### config.mk
export PLATFORM = sky130hd
export DESIGN_NAME = audclk_ratio_div
export DESIGN_NICKNAME = d
export VERILOG_FILES = /design/src/rtl/audclk_pkg.sv /design/src/rtl/audclk_ctrl.sv /design/src/rtl/audclk_datapath.sv /design/src/rtl/audclk_ratio_div.sv
export SDC_FILE = /design/constraint.sdc
export NUM_CORES = 1
export LEC_CHECK = 0
export BUFFER_PORTS_ARGS = -buffer_cell sky130_fd_sc_hd__buf_2
export CAP_MARGIN = 20
export CORE_MARGIN = 2
export CORE_UTILIZATION = 50
export DETAILED_ROUTE_END_ITERATION = 12
export GPL_TIMING_DRIVEN = 0
export PLACE_DENSITY = 0.65
export SLEW_MARGIN = 20
export SYNTH_ARGS = -nofsm -noshare
export SYNTH_HDL_FRONTEND = slang
export SYNTH_SLANG_ARGS = --single-unit
### constraint.sdc
create_clock -name clk -period 8.4 [get_ports clk]
set_clock_uncertainty 0.05 [all_clocks]
set_input_delay 0.84 -clock clk [delete_from_list [all_inputs] [get_ports clk]]
set_output_delay 0.84 -clock clk [all_outputs]
set_load 0.03 [all_outputs]
### src/rtl/audclk_pkg.sv
package audclk_pkg;
  typedef struct packed {
    logic clear;
    logic step;
  } divStrobe_t;
endpackage

### src/rtl/audclk_ctrl.sv
module audclk_ctrl
  import audclk_pkg::*;
#(
  parameter int CODE_W      = 3,
  parameter int BASE_A      = 512,
  parameter int BASE_B      = 384,
  parameter int MAX_CODE_A  = 4,
  parameter int MAX_CODE_B  = 3,
  parameter int BITS_NARROW = 32,
  parameter int BITS_WIDE   = 48,
  localparam int DIV_W      = $clog2(BASE_A / BITS_NARROW + 1),
  localparam int BIT_W      = $clog2(BITS_WIDE + 1)
) (
  input  logic              clk,
  input  logic              rstN,
  input  logic              runEn,
  input  logic              clkGate,
  input  logic [CODE_W-1:0] multCode,
  input  logic              baseSel,
  input  logic              wide48,
  output divStrobe_t        strobe,
  output logic [DIV_W-1:0]  cpb,
  output logic [BIT_W-1:0]  bpf,
  output logic              cfgErr
);
  logic              running;
  logic [CODE_W-1:0] cfgCode;
  logic              cfgBase;
  logic              cfgWide;
  logic              active;
  logic [DIV_W:0]    inCalc;
  logic [DIV_W:0]    regCalc;

  // Returns {ok, cyclesPerBit}
  function automatic logic [DIV_W:0] calcDiv(input logic [CODE_W-1:0] code,
                                             input logic base, input logic wide);
    int ratio;
    int bits;
    logic ok;
    ratio = 0;
    if (base) begin
      if (int'(code) <= MAX_CODE_B) ratio = BASE_B >> code;
    end else begin
      if (int'(code) <= MAX_CODE_A) ratio = BASE_A >> code;
    end
    bits = wide ? BITS_WIDE : BITS_NARROW;
    ok = (ratio != 0) && (ratio % bits == 0) && (ratio / bits >= 2);
    return {ok, DIV_W'(ratio / bits)};
  endfunction

  assign active  = runEn && !clkGate;
  assign inCalc  = calcDiv(multCode, baseSel, wide48);
  assign regCalc = calcDiv(cfgCode, cfgBase, cfgWide);

  always_ff @(posedge clk or negedge rstN) begin
    if (!rstN) begin
      running <= 1'b0;
      cfgCode <= '0;
      cfgBase <= 1'b0;
      cfgWide <= 1'b0;
    end else begin
      if (!running) begin
        cfgCode <= multCode;
        cfgBase <= baseSel;
        cfgWide <= wide48;
      end
      running <= active && (running || inCalc[DIV_W]);
    end
  end

  assign strobe.clear = !running;
  assign strobe.step  = running;
  assign cpb          = regCalc[DIV_W-1:0];
  assign bpf          = cfgWide ? BIT_W'(BITS_WIDE) : BIT_W'(BITS_NARROW);
  assign cfgErr       = !regCalc[DIV_W];

  assert_cfg_frozen_R9: assert property (@(posedge clk) disable iff (!rstN)
    (running && $past(running)) |-> ($stable(cfgCode) && $stable(cfgBase) && $stable(cfgWide)));

  assert_err_blocks_run_R4: assert property (@(posedge clk) disable iff (!rstN)
    running |-> !cfgErr);
endmodule

### src/rtl/audclk_datapath.sv
module audclk_datapath
  import audclk_pkg::*;
#(
  parameter int DIV_W = 5,
  parameter int BIT_W = 6
) (
  input  logic             clk,
  input  logic             rstN,
  input  divStrobe_t       strobe,
  input  logic [DIV_W-1:0] cpb,
  input  logic [BIT_W-1:0] bpf,
  output logic             bitClk,
  output logic             bitPulse,
  output logic             frameClk
);
  logic [DIV_W-1:0] divCnt;
  logic [BIT_W-1:0] bitCnt;
  logic             lastDiv;
  logic             lastBit;

  assign lastDiv = (divCnt == cpb - DIV_W'(1));
  assign lastBit = (bitCnt == bpf - BIT_W'(1));

  always_ff @(posedge clk or negedge rstN) begin
    if (!rstN) begin
      divCnt <= '0;
      bitCnt <= '0;
    end else if (strobe.clear) begin
      divCnt <= '0;
      bitCnt <= '0;
    end else if (strobe.step) begin
      divCnt <= lastDiv ? '0 : divCnt + DIV_W'(1);
      if (lastDiv) bitCnt <= lastBit ? '0 : bitCnt + BIT_W'(1);
    end
  end

  assign bitClk   = strobe.step && (divCnt >= (cpb >> 1));
  assign bitPulse = strobe.step && lastDiv;
  assign frameClk = strobe.step && (bitCnt >= (bpf >> 1));

  assert_pulse_single_R6: assert property (@(posedge clk) disable iff (!rstN)
    bitPulse |=> !bitPulse);

  assert_pulse_then_fall_R6: assert property (@(posedge clk) disable iff (!rstN)
    bitPulse |=> !bitClk);

  assert_clear_counters_R8: assert property (@(posedge clk) disable iff (!rstN)
    strobe.clear |=> (divCnt == '0 && bitCnt == '0));

  assert_frame_on_boundary_R5: assert property (@(posedge clk) disable iff (!rstN)
    (strobe.step && $past(strobe.step) && !$stable(frameClk)) |-> $past(bitPulse));
endmodule

### src/rtl/audclk_ratio_div.sv
module audclk_ratio_div
  import audclk_pkg::*;
#(
  parameter int CODE_W      = 3,
  parameter int BASE_A      = 512,
  parameter int BASE_B      = 384,
  parameter int MAX_CODE_A  = 4,
  parameter int MAX_CODE_B  = 3,
  parameter int BITS_NARROW = 32,
  parameter int BITS_WIDE   = 48
) (
  input  logic              clk,
  input  logic              rstN,
  input  logic              runEn,
  input  logic              clkGate,
  input  logic [CODE_W-1:0] multCode,
  input  logic              baseSel,
  input  logic              wide48,
  output logic              bitClk,
  output logic              bitPulse,
  output logic              frameClk,
  output logic              cfgErr
);
  localparam int DIV_W = $clog2(BASE_A / BITS_NARROW + 1);
  localparam int BIT_W = $clog2(BITS_WIDE + 1);

  divStrobe_t       strobe;
  logic [DIV_W-1:0] cpb;
  logic [BIT_W-1:0] bpf;

  audclk_ctrl #(
    .CODE_W(CODE_W), .BASE_A(BASE_A), .BASE_B(BASE_B),
    .MAX_CODE_A(MAX_CODE_A), .MAX_CODE_B(MAX_CODE_B),
    .BITS_NARROW(BITS_NARROW), .BITS_WIDE(BITS_WIDE)
  ) u_ctrl (
    .clk(clk), .rstN(rstN), .runEn(runEn), .clkGate(clkGate),
    .multCode(multCode), .baseSel(baseSel), .wide48(wide48),
    .strobe(strobe), .cpb(cpb), .bpf(bpf), .cfgErr(cfgErr)
  );

  audclk_datapath #(.DIV_W(DIV_W), .BIT_W(BIT_W)) u_dp (
    .clk(clk), .rstN(rstN), .strobe(strobe), .cpb(cpb), .bpf(bpf),
    .bitClk(bitClk), .bitPulse(bitPulse), .frameClk(frameClk)
  );
endmodule

==> key figures, run 1 <==
Placed design
  – Placement Setup Slack: ~1.0 ns
  – Number of I/O port buffers: 12
  – Final HPWL DP: approximately 5400 um
  – GPL Wtd Cong: roughly 0.9

Clock tree
  – Worst-case clock buffer depth: 2
  – Post-CTS Hold Buffers: 0
  – TritonCTS Buffers: 3
  – Post-CTS Setup Bufs: 0
  – CTS H-tree depth: 1
  – CTS Sinks: 17
  – Worst-path clk slew: around 0.06 ns
  – CTS tree: yes
  – Clock Latency Late Sink: between 0.2 and 0.3 ns
  – PostCTS Resize Cnt: 0
  – Root buffer cell: clkbuf_8

Floorplanning
  – Die area: 0.00655 mm2
  – Core area: between 0.005 and 0.006 mm2
  – Die width: ~81 um
  – Starting Density: about half
  – Die height: between 80 and 90 um
  – Io pins: 13
  – Num rows: 28

Logic synthesis
  – Syn_nets: between 400 and 500
  – Distinct cells, synth: 76
  – Synth Register Bits: 17
  – Synth Area in Compound Gates: between 20% and 30%
  – Ranking of synthesized cells by area: dfrtp_1 (14%), ha_1 (13%), nor2_1 (5.2%), o21ai_0 (4.9%), a21oi_1 (4.7%)
  – Synth Flop Type: dfrtp_1
  – Post-synthesis sequential area ratio: 14.4%
  – Post-synth top area share: 14.4%
  – Post-synth top area cell: dfrtp_1
  – Mux contribution to synthesized area: between 4 and 5%
  – Avg Inst Size Synth: 7.43 um2
  – Largest family of logic cells by synthesized area: compound AO/OA/AOI/OAI gates
  – Synth warn: 0
  – Adder-Cell Fraction of Synth Area: 12.7%
  – Async S/R FF share, synth: 100%
  – XOR/XNOR share of the synthesized area: 3.85%
  – Syn Inst Count: 398
  – Syn Std Cell Area: between 0.002 and 0.003 mm2
  – Post-synthesis simple-gate area fraction: between 20 and 30%
  – Number of enable flip-flop cells after synthesis: 0

Route
  – Final WL: around 6900 um
  – Pre-antenna DRT Iters: 5
  – Routed wire per std cell: 14.2 um
  – Vias after detailed routing: a little under 3000
  – DRT iter0 DRCs: between 100 and 150
  – Drt drc: 0
  – Vias per cell: ~6.1
  – Routed Antenna Nets: 0

Flow run
  – Max cap viols: 0

Global route
  – Vias in the first global route: 2821
  – First-pass GRT wire length: around 12000 um
  – GRT Total Usage: about 22%
  – Grt ovf: 0
  – Pin count of the biggest net entering global routing: 18
  – Initial antenna violation count: 0

Final layout
  – Share of cells above drive strength 1: about 12%
  – Ant diodes: 0
  – Fin util: between 50 and 60%
  – Area delta synth->final: 6.73%
  – NumNets Final: approximately 450

Critical path
  – Crit path launch type: flip-flop
  – Slowest stage cell on the critical path: dfrtp_1
  – CP peak stage delay: about 0.5 ns
  – R2r endpoint: u_dp.bitCnt[0]
  – Crit path kind: flip-flop to output pin
  – Crit end category: output pin
  – Critical Path End: bitPulse
  – Critical path buffer and inverter count: 5
  – Reg2reg start: u_ctrl.cfgCode[1]
  – Crit-path most repeated cell: ha_1
  – CP delay by family, top: compound AO/OA/AOI/OAI gates
  – Arrival @ worst endpoint: slightly below 7 ns
  – Crit Path Max Fanout: 10
  – Crit path from: u_ctrl.cfgCode[1]
  – WP depth: 28
  – Reg-to-reg setup timing slack: around 1.5 ns
  – Worst reg2reg path depth: 27
  – CP required: around 7.5 ns

STA
  – Slew @ Worst Pin: about 0.9 ns
  – Final WS setup: just over 0.6 ns
  – Max Freq: 0.128 GHz
  – Hold slack: around 0.46 ns
  – RSZ-0062 raised after global routing: false
  – Fin. max-slew vios: 0
  – Final period util: just over 90%
  – Setup violations, final: 0
  – Fin. Hold Viols: 0
  – Slew headroom: 38.4%
  – Tmin final: about 7.8 ns
  – Final TNS setup: 0 ns

Power
  – Maximum VDD drop: around 0.00012 V
  – Power per cell area: between 150 and 200 mW/mm2
  – Leak: about 1.4 nW

Hold path
  – HP Class: primary input to async pin

Run status
  – Status: finished, final reports clean
-- registers in the layout, indices dropped and copies added, names as in the netlist --
signal	cells
u_ctrl.running	1
u_ctrl.cfgBase	1
u_ctrl.cfgCode	3
u_ctrl.cfgWide	1
u_dp.divCnt	5
u_dp.bitCnt	6
-- layout by cell type (no fill, tap or decap), drive strengths merged, types with 4 or more instances in the layout --
cell type and n:
a211o 5, xnor2 9, nor2b 5, nand2 29
nor2 41, or3 8, xor2 4, mux2i 9
a211oi 5, o21a 5, ha 30, nor3 14
a21boi 4, nand2b 10, clkbuf 10, or2 6
a21oi 28, a21o 5, nand3b 4, and3 6
dfrtp 17, nand3 13, o21ai 31, inv 34
a2111oi 4, buf 17
-- worst min path at each step --
stage / start / end / slack (ns) / cells past startpoint
floorplan: u_ctrl.cfgWide / u_ctrl.cfgWide / 0.43 / 2
global placement: u_dp.divCnt[0] / u_dp.divCnt[0] / 0.48 / 1
detailed placement: u_dp.divCnt[0] / u_dp.divCnt[0] / 0.48 / 1
CTS: rstN / u_dp.divCnt[1] / 0.47 / 1
global route: rstN / u_dp.bitCnt[5] / 0.49 / 1
finish: rstN / u_dp.divCnt[1] / 0.46 / 1
-- metrics by stage --
stage               area, um2  total power (W)  cells
floorplan                2960         0.000460    398
global placement         3110         0.000538    485
detailed placement       3110         0.000544    485
CTS                      3160         0.000607    489
global route             3160         0.000666    489
finish                   3160         0.000608    489
-- cell usage after synthesis, drive strengths merged, types with 6 or more instances --
library cell / n
xnor2: 9
nor3: 14
or3: 8
a21oi: 28
nand2b: 10
mux2i: 9
nor2: 41
nand2: 29
clkbuf: 6
inv: 34
ha: 30
dfrtp: 17
or2: 6
o21ai: 31
and3: 6
nand3: 13
-- per-layer routing --
layer / routed length (um) / vias to the layer above / global-route usage, %
met5: 0 / - / 0
met4: 92 / 0 / 6.61
met3: 166 / 10 / 1.44
met2: 3330 / 58 / 40.0
met1: 3350 / 1394 / 29.0
li1: - / 1499 / -
-- logic make-up (layout without fill, tap and decap cells) --
kind of cell,after synthesis,after routing
AOI/OAI and AO/OA,125,125
xor gates and xnor gates,13,13
adders and majority gates,30,30
buffers and inverters,45,61
DFF,17,17
muxes,11,11
and+or+nand+nor,157,157
-- layout make-up --
| cell class | instances | area, um2 |
|---|---|---|
| multi-input combinational | 336 | 2320 |
| tap | 75 | 93.8 |
| timing repair buffer | 12 | 60.1 |
| fill | 583 | 2660 |
| clock buffer | 4 | 45.0 |
| inverter | 34 | 128 |
| buffer | 11 | 85.1 |
| sequential | 17 | 425 |
-- power by group --
part            total, W  leakage, nW  switching (W)  internal, W
clock network  0.0000599       0.0228      0.0000263    0.0000336
registers      0.0000939        0.226     0.00000709    0.0000868
logic           0.000454         1.19       0.000260     0.000194
(Power assumes the default switching activity.)
==> inputs of run 2 (changes only) <==
- MAX_ROUTING_LAYER: default -> met4
- clock period: 8.4 -> 8.6 ns (I/O delays scaled with it)
==> run 2 against run 1 <==
Flip-flop and latch count did not move. Critical endpoint unchanged. Routed wire length fell by 0.25%. Critical path type unchanged. Critical path depth did not move. Clock-buffer cell count did not move.
==> key figures, run 2 (synthesis gave the netlist of run 1 again) <==
Run status
  – Status: finished, final reports clean

Final layout
  – Share of cells above drive strength 1: between 10% and 20%
  – Fillers: slightly below 600
  – Largest regs: u_dp.bitCnt: 6 flops, u_dp.divCnt: 5 flops, u_ctrl.cfgCode: 3 flops
  – Multi-input gate area: 0.00232 mm2
  – Largest reg by FF count: u_dp.bitCnt
  – Commonest non-fill, non-tap cell in the layout: nor2_1
  – Most frequent cells in the layout: nor2_1 (41), inv_1 (34), ha_1 (30)
  – Max reg flops: 6
  – Fin area: 0.00316 mm2
  – NumNets Final: between 400 and 500
  – Area delta synth->final: 6.73%
  – Ant diodes: 0
  – Fin util: between 50% and 60%
  – Register area: roughly 430 um2

Floorplanning
  – Io pins: 13
  – Core area: about 0.0058 mm2
  – Die area: around 0.0065 mm2
  – Die width: 80.9 um
  – Starting Density: roughly 51%
  – Die height: 80.9 um
  – Num rows: 28

STA
  – Tmin final: approximately 8 ns
  – Hold slack: approximately 0.48 ns
  – Fin. max-slew vios: 0
  – Final period util: approximately 91%
  – Final TNS setup: 0 ns
  – Fin. Hold Viols: 0
  – RSZ-0062 raised after global routing: false
  – Max Freq: about 0.13 GHz
  – Slew @ Worst Pin: just under 0.9 ns
  – Slew headroom: about 41%
  – Final WS setup: around 0.8 ns
  – Setup violations, final: 0

Hold path
  – HP Class: primary input to async pin

Critical path
  – Crit end category: output pin
  – Worst reg2reg path depth: 27
  – Crit Path Max Fanout: 10
  – CP required: approximately 7.7 ns
  – CP peak stage delay: between 0.4 and 0.5 ns
  – Crit-path most repeated cell: ha_1
  – Reg2reg start: u_ctrl.cfgCode[1]
  – Slowest stage cell on the critical path: dfrtp_1
  – Reg-to-reg setup timing slack: around 1.7 ns
  – Crit path launch type: flip-flop
  – R2r endpoint: u_dp.bitCnt[0]
  – Arrival @ worst endpoint: 6.91 ns
  – Crit path kind: flip-flop to output pin

Power
  – Leak: 1.44 nW
  – Maximum VDD drop: ~0.00012 V
  – Power per cell area: approximately 190 mW/mm2

Route
  – Pre-antenna DRT Iters: 5
  – Routed Antenna Nets: 0
  – Vias after detailed routing: 2969
  – Final WL: 6920 um
  – Vias per cell: about 6
  – DRT iter0 DRCs: 124
  – Drt drc: 0
  – Routed wire per std cell: 14.1 um

Flow run
  – Max cap viols: 0

Placed design
  – DP Area: between 0.003 and 0.004 mm2
  – Final HPWL DP: around 5400 um
  – GPL Wtd Cong: between 0.9 and 1
  – Placement Setup Slack: between 1 and 1.5 ns
  – Number of I/O port buffers: 12

Clock tree
  – Worst-case clock buffer depth: 2
  – CTS Sinks: 17
  – Clock Latency Late Sink: approximately 0.25 ns
  – CTS tree: yes
  – CTS H-tree depth: 1
  – Root buffer cell: clkbuf_8
  – TritonCTS Buffers: 3
  – PostCTS Resize Cnt: 0
  – Post-CTS Hold Buffers: 0
  – Post-CTS Setup Bufs: 0
  – Worst-path clk slew: ~0.060 ns

Global route
  – GRT Total Usage: a little under a quarter
  – Grt ovf: 0
  – Pin count of the biggest net entering global routing: 18
  – First-pass GRT wire length: around 12000 um
  – Vias in the first global route: 2826
  – Initial antenna violation count: 0
run 2: cell counts in the layout (fill, tap and decap cells not counted):
Identical to the previous run, type by type.
run 2: layout make-up:
type / count / share of cell area [%]
multi-input cells: 336 / 73.5
flip-flops and latches: 17 / 13.5
inverters: 34 / 4.04
well taps: 75 / 2.97
plain buffers: 11 / 2.70
repair buffers: 12 / 1.90
clock buffers: 4 / 1.43
run 2: power by group:
part	switching (W)	internal (W)
Clock	0.0000257	0.0000328
Combinational	0.000255	0.000189
Sequential	0.00000700	0.0000848
run 2: worst max path at each step:
stage,startpoint,end,slack (ns),cells after the start
floorplan,u_ctrl.cfgCode[1],bitPulse,2.08,27
global placement,u_ctrl.cfgCode[1],bitPulse,1.28,28
detailed placement,u_ctrl.cfgCode[1],bitPulse,1.19,28
CTS,u_ctrl.cfgCode[1],bitPulse,0.88,28
global route,u_ctrl.cfgCode[1],bitPulse,0.28,28
finish,u_ctrl.cfgCode[1],bitPulse,0.78,28
run 2: per-stage QoR:
| stage | power, W | instances |
|---|---|---|
| 6_report | 0.000594 | 489 |
| 5_1_grt | 0.000650 | 489 |
| 4_1_cts | 0.000593 | 489 |
| 3_5_place_dp | 0.000531 | 485 |
| 3_3_place_gp | 0.000525 | 485 |
| 2_1_floorplan | 0.000449 | 398 |
run 2: worst max-delay path, delay by kind of cell, from the launching register on:
kind            cells  cell delay, ns
mux                 2            0.59
flops               1            0.49
xor+xnor            1            0.28
fa+ha+maj           4            1.15
simple gates        7            1.37
compound gates      9            2.15
buf+inv             5            0.62
run 2: layer usage:
metal | share of wire [%] | GRT usage [%] | up-vias
met2 | 48 | 40.1 | 76
met4 | 1.0 | 6.61 | 0
met1 | 48 | 28.9 | 1382
li1 | - | - | 1503
met3 | 2.7 | 1.44 | 8
met5 | 0 | - | -
==> inputs of run 3 (changes only) <==
- CORE_ASPECT_RATIO: default -> 2
- PLACE_DENSITY: 0.65 -> 0.72
==> run 3 against run 2 <==
Sequential power about the same. Critical path depth unchanged. Non-clock buffer count unchanged. Die area up 0.56%. Critical endpoint unchanged. Largest cell class unchanged.
==> key figures, run 3 (synthesis gave the netlist of run 1 again) <==
Run status
  – Status: finished, final reports clean

Hold path
  – HP Class: primary input to async pin

Final layout
  – Largest regs: u_dp.bitCnt: 6 flops, u_dp.divCnt: 5 flops, u_ctrl.cfgCode: 3 flops
  – Largest reg by FF count: u_dp.bitCnt
  – Share of cells above drive strength 1: 12.6%
  – Ant diodes: 0
  – Area delta synth->final: 7.32%
  – Commonest non-fill, non-tap cell in the layout: nor2_1
  – NumNets Final: around 450
  – Fin area: 0.00317 mm2
  – Fin util: 55.6%
  – Max reg flops: 6
  – Final Non-Filler Cells: 475
  – Most frequent cells in the layout: nor2_1 (41), inv_1 (34), ha_1 (30)

Floorplanning
  – Io pins: 13
  – Core area: roughly 0.0057 mm2
  – Starting Density: about half
  – Die area: ~0.0066 mm2
  – Die height: about 110 um
  – Die width: 58.4 um
  – Num rows: 39

Route
  – Vias after detailed routing: ~3000
  – Pre-antenna DRT Iters: 4
  – Final WL: 7620 um
  – Vias per cell: 6.32
  – Drt drc: 0
  – DRT iter0 DRCs: around 210
  – Routed wire per std cell: around 16 um
  – Routed Antenna Nets: 0

Placed design
  – GPL Wtd Cong: about 0.93
  – Number of I/O port buffers: 12
  – DP Area: approximately 0.0031 mm2
  – Final HPWL DP: 6230 um
  – DP Cell Count: around 470

Clock tree
  – Worst-case clock buffer depth: 2
  – TritonCTS Buffers: 3
  – PostCTS Resize Cnt: 0
  – Post-CTS Setup Bufs: 0
  – Clock Latency Late Sink: between 0.2 and 0.3 ns
  – Root buffer cell: clkbuf_16
  – CTS tree: yes
  – CTS H-tree depth: 1
  – Post-CTS Hold Buffers: 0
  – CTS Sinks: 17
  – Worst-path clk slew: ~0.060 ns

Critical path
  – Crit Path Max Fanout: 10
  – Slowest stage cell on the critical path: dfrtp_1
  – Reg2reg start: u_ctrl.cfgCode[1]
  – CP peak stage delay: around 0.48 ns
  – Crit end category: output pin
  – Crit path from: u_ctrl.cfgCode[1]
  – Crit path kind: flip-flop to output pin
  – Crit-path most repeated cell: ha_1
  – Arrival @ worst endpoint: approximately 6.9 ns
  – CP required: roughly 7.7 ns
  – Crit path launch type: flip-flop

Power
  – Power per cell area: approximately 200 mW/mm2
  – Leak: roughly 1.5 nW
  – Tot Pwr: about 0.00063 W
  – Maximum VDD drop: between 0.0002 and 0.00025 V

Global route
  – Grt ovf: 0
  – Pin count of the biggest net entering global routing: 18
  – Initial antenna violation count: 0
  – First-pass GRT wire length: ~13000 um
  – GRT Total Usage: 24.9%
  – Vias in the first global route: approximately 3000

STA
  – Fin. max-slew vios: 0
  – Fin. Hold Viols: 0
  – Slew headroom: between 40% and 50%
  – RSZ-0062 raised after global routing: false
  – Setup violations, final: 0
  – Tmin final: 7.79 ns
  – Slew @ Worst Pin: roughly 0.8 ns
  – Final period util: 90.6%
  – Final TNS setup: 0 ns
  – Max Freq: around 0.13 GHz

Flow run
  – Max cap viols: 0
-- run 3: changes by cell type in the layout (fill, tap and decap cells not counted) --
cell       delta
clkbuf_16     +3
clkbuf_8      -3
clkbuf_1      -1
clkinv_2      +1
-- run 3: path summary, 6_finish.rpt --
check                                  to  slack, ns  cells after the start
setup / recovery                 bitPulse       0.81                     28
hold / removal             u_dp.bitCnt[5]       0.47                      1
setup reg to reg           u_dp.bitCnt[0]       1.65                     27
hold reg to reg            u_dp.divCnt[0]       0.49                      1
max in group asynchronous  u_dp.divCnt[4]       7.74                      1
min in group clk           u_dp.divCnt[0]       0.49                      1
-- run 3: final cells by class --
class	instances	area (um2)
fill	553	2530
multi-input combinational	336	2320
sequential	17	425
inverter	34	128
buffer	11	85.1
tap	61	76.3
clock buffer	3	75.1
timing repair buffer	12	60.1
clock inverter	1	5.00
-- run 3: critical path, delay by kind of cell (launching register included) --
| kind | cells | cell delay, ns |
|---|---|---|
| AOI/OAI and AO/OA | 9 | 2.20 |
| xor gates and xnor gates | 1 | 0.27 |
| adders and majority gates | 4 | 1.15 |
| buffers and inverters | 5 | 0.60 |
| DFF | 1 | 0.48 |
| muxes | 2 | 0.59 |
| and+or+nand+nor | 7 | 1.37 |
-- run 3: through the flow --
stage | setup slack (ns) | hold WS (ns)
after global routing | 0.279 | 0.508
final | 0.808 | 0.475
after detailed placement | 1.16 | 0.486
after global placement | 1.25 | 0.471
after CTS | 0.881 | 0.489
after floorplan | 2.08 | 0.428
-- run 3: where the power goes --
group	internal (W)	total (W)	switching, W
Sequential	0.0000849	0.0000920	0.00000712
Clock	0.0000621	0.0000920	0.0000299
Combinational	0.000190	0.000449	0.000259
-- run 3: metal layers --
layer  wire length (um)  track usage (%)  vias up
met4                358             11.9        0
met5                  0                -        -
met2               4360             47.9       66
li1                   -                -     1509
met1               2760             23.4     1400
met3                136             1.71       28
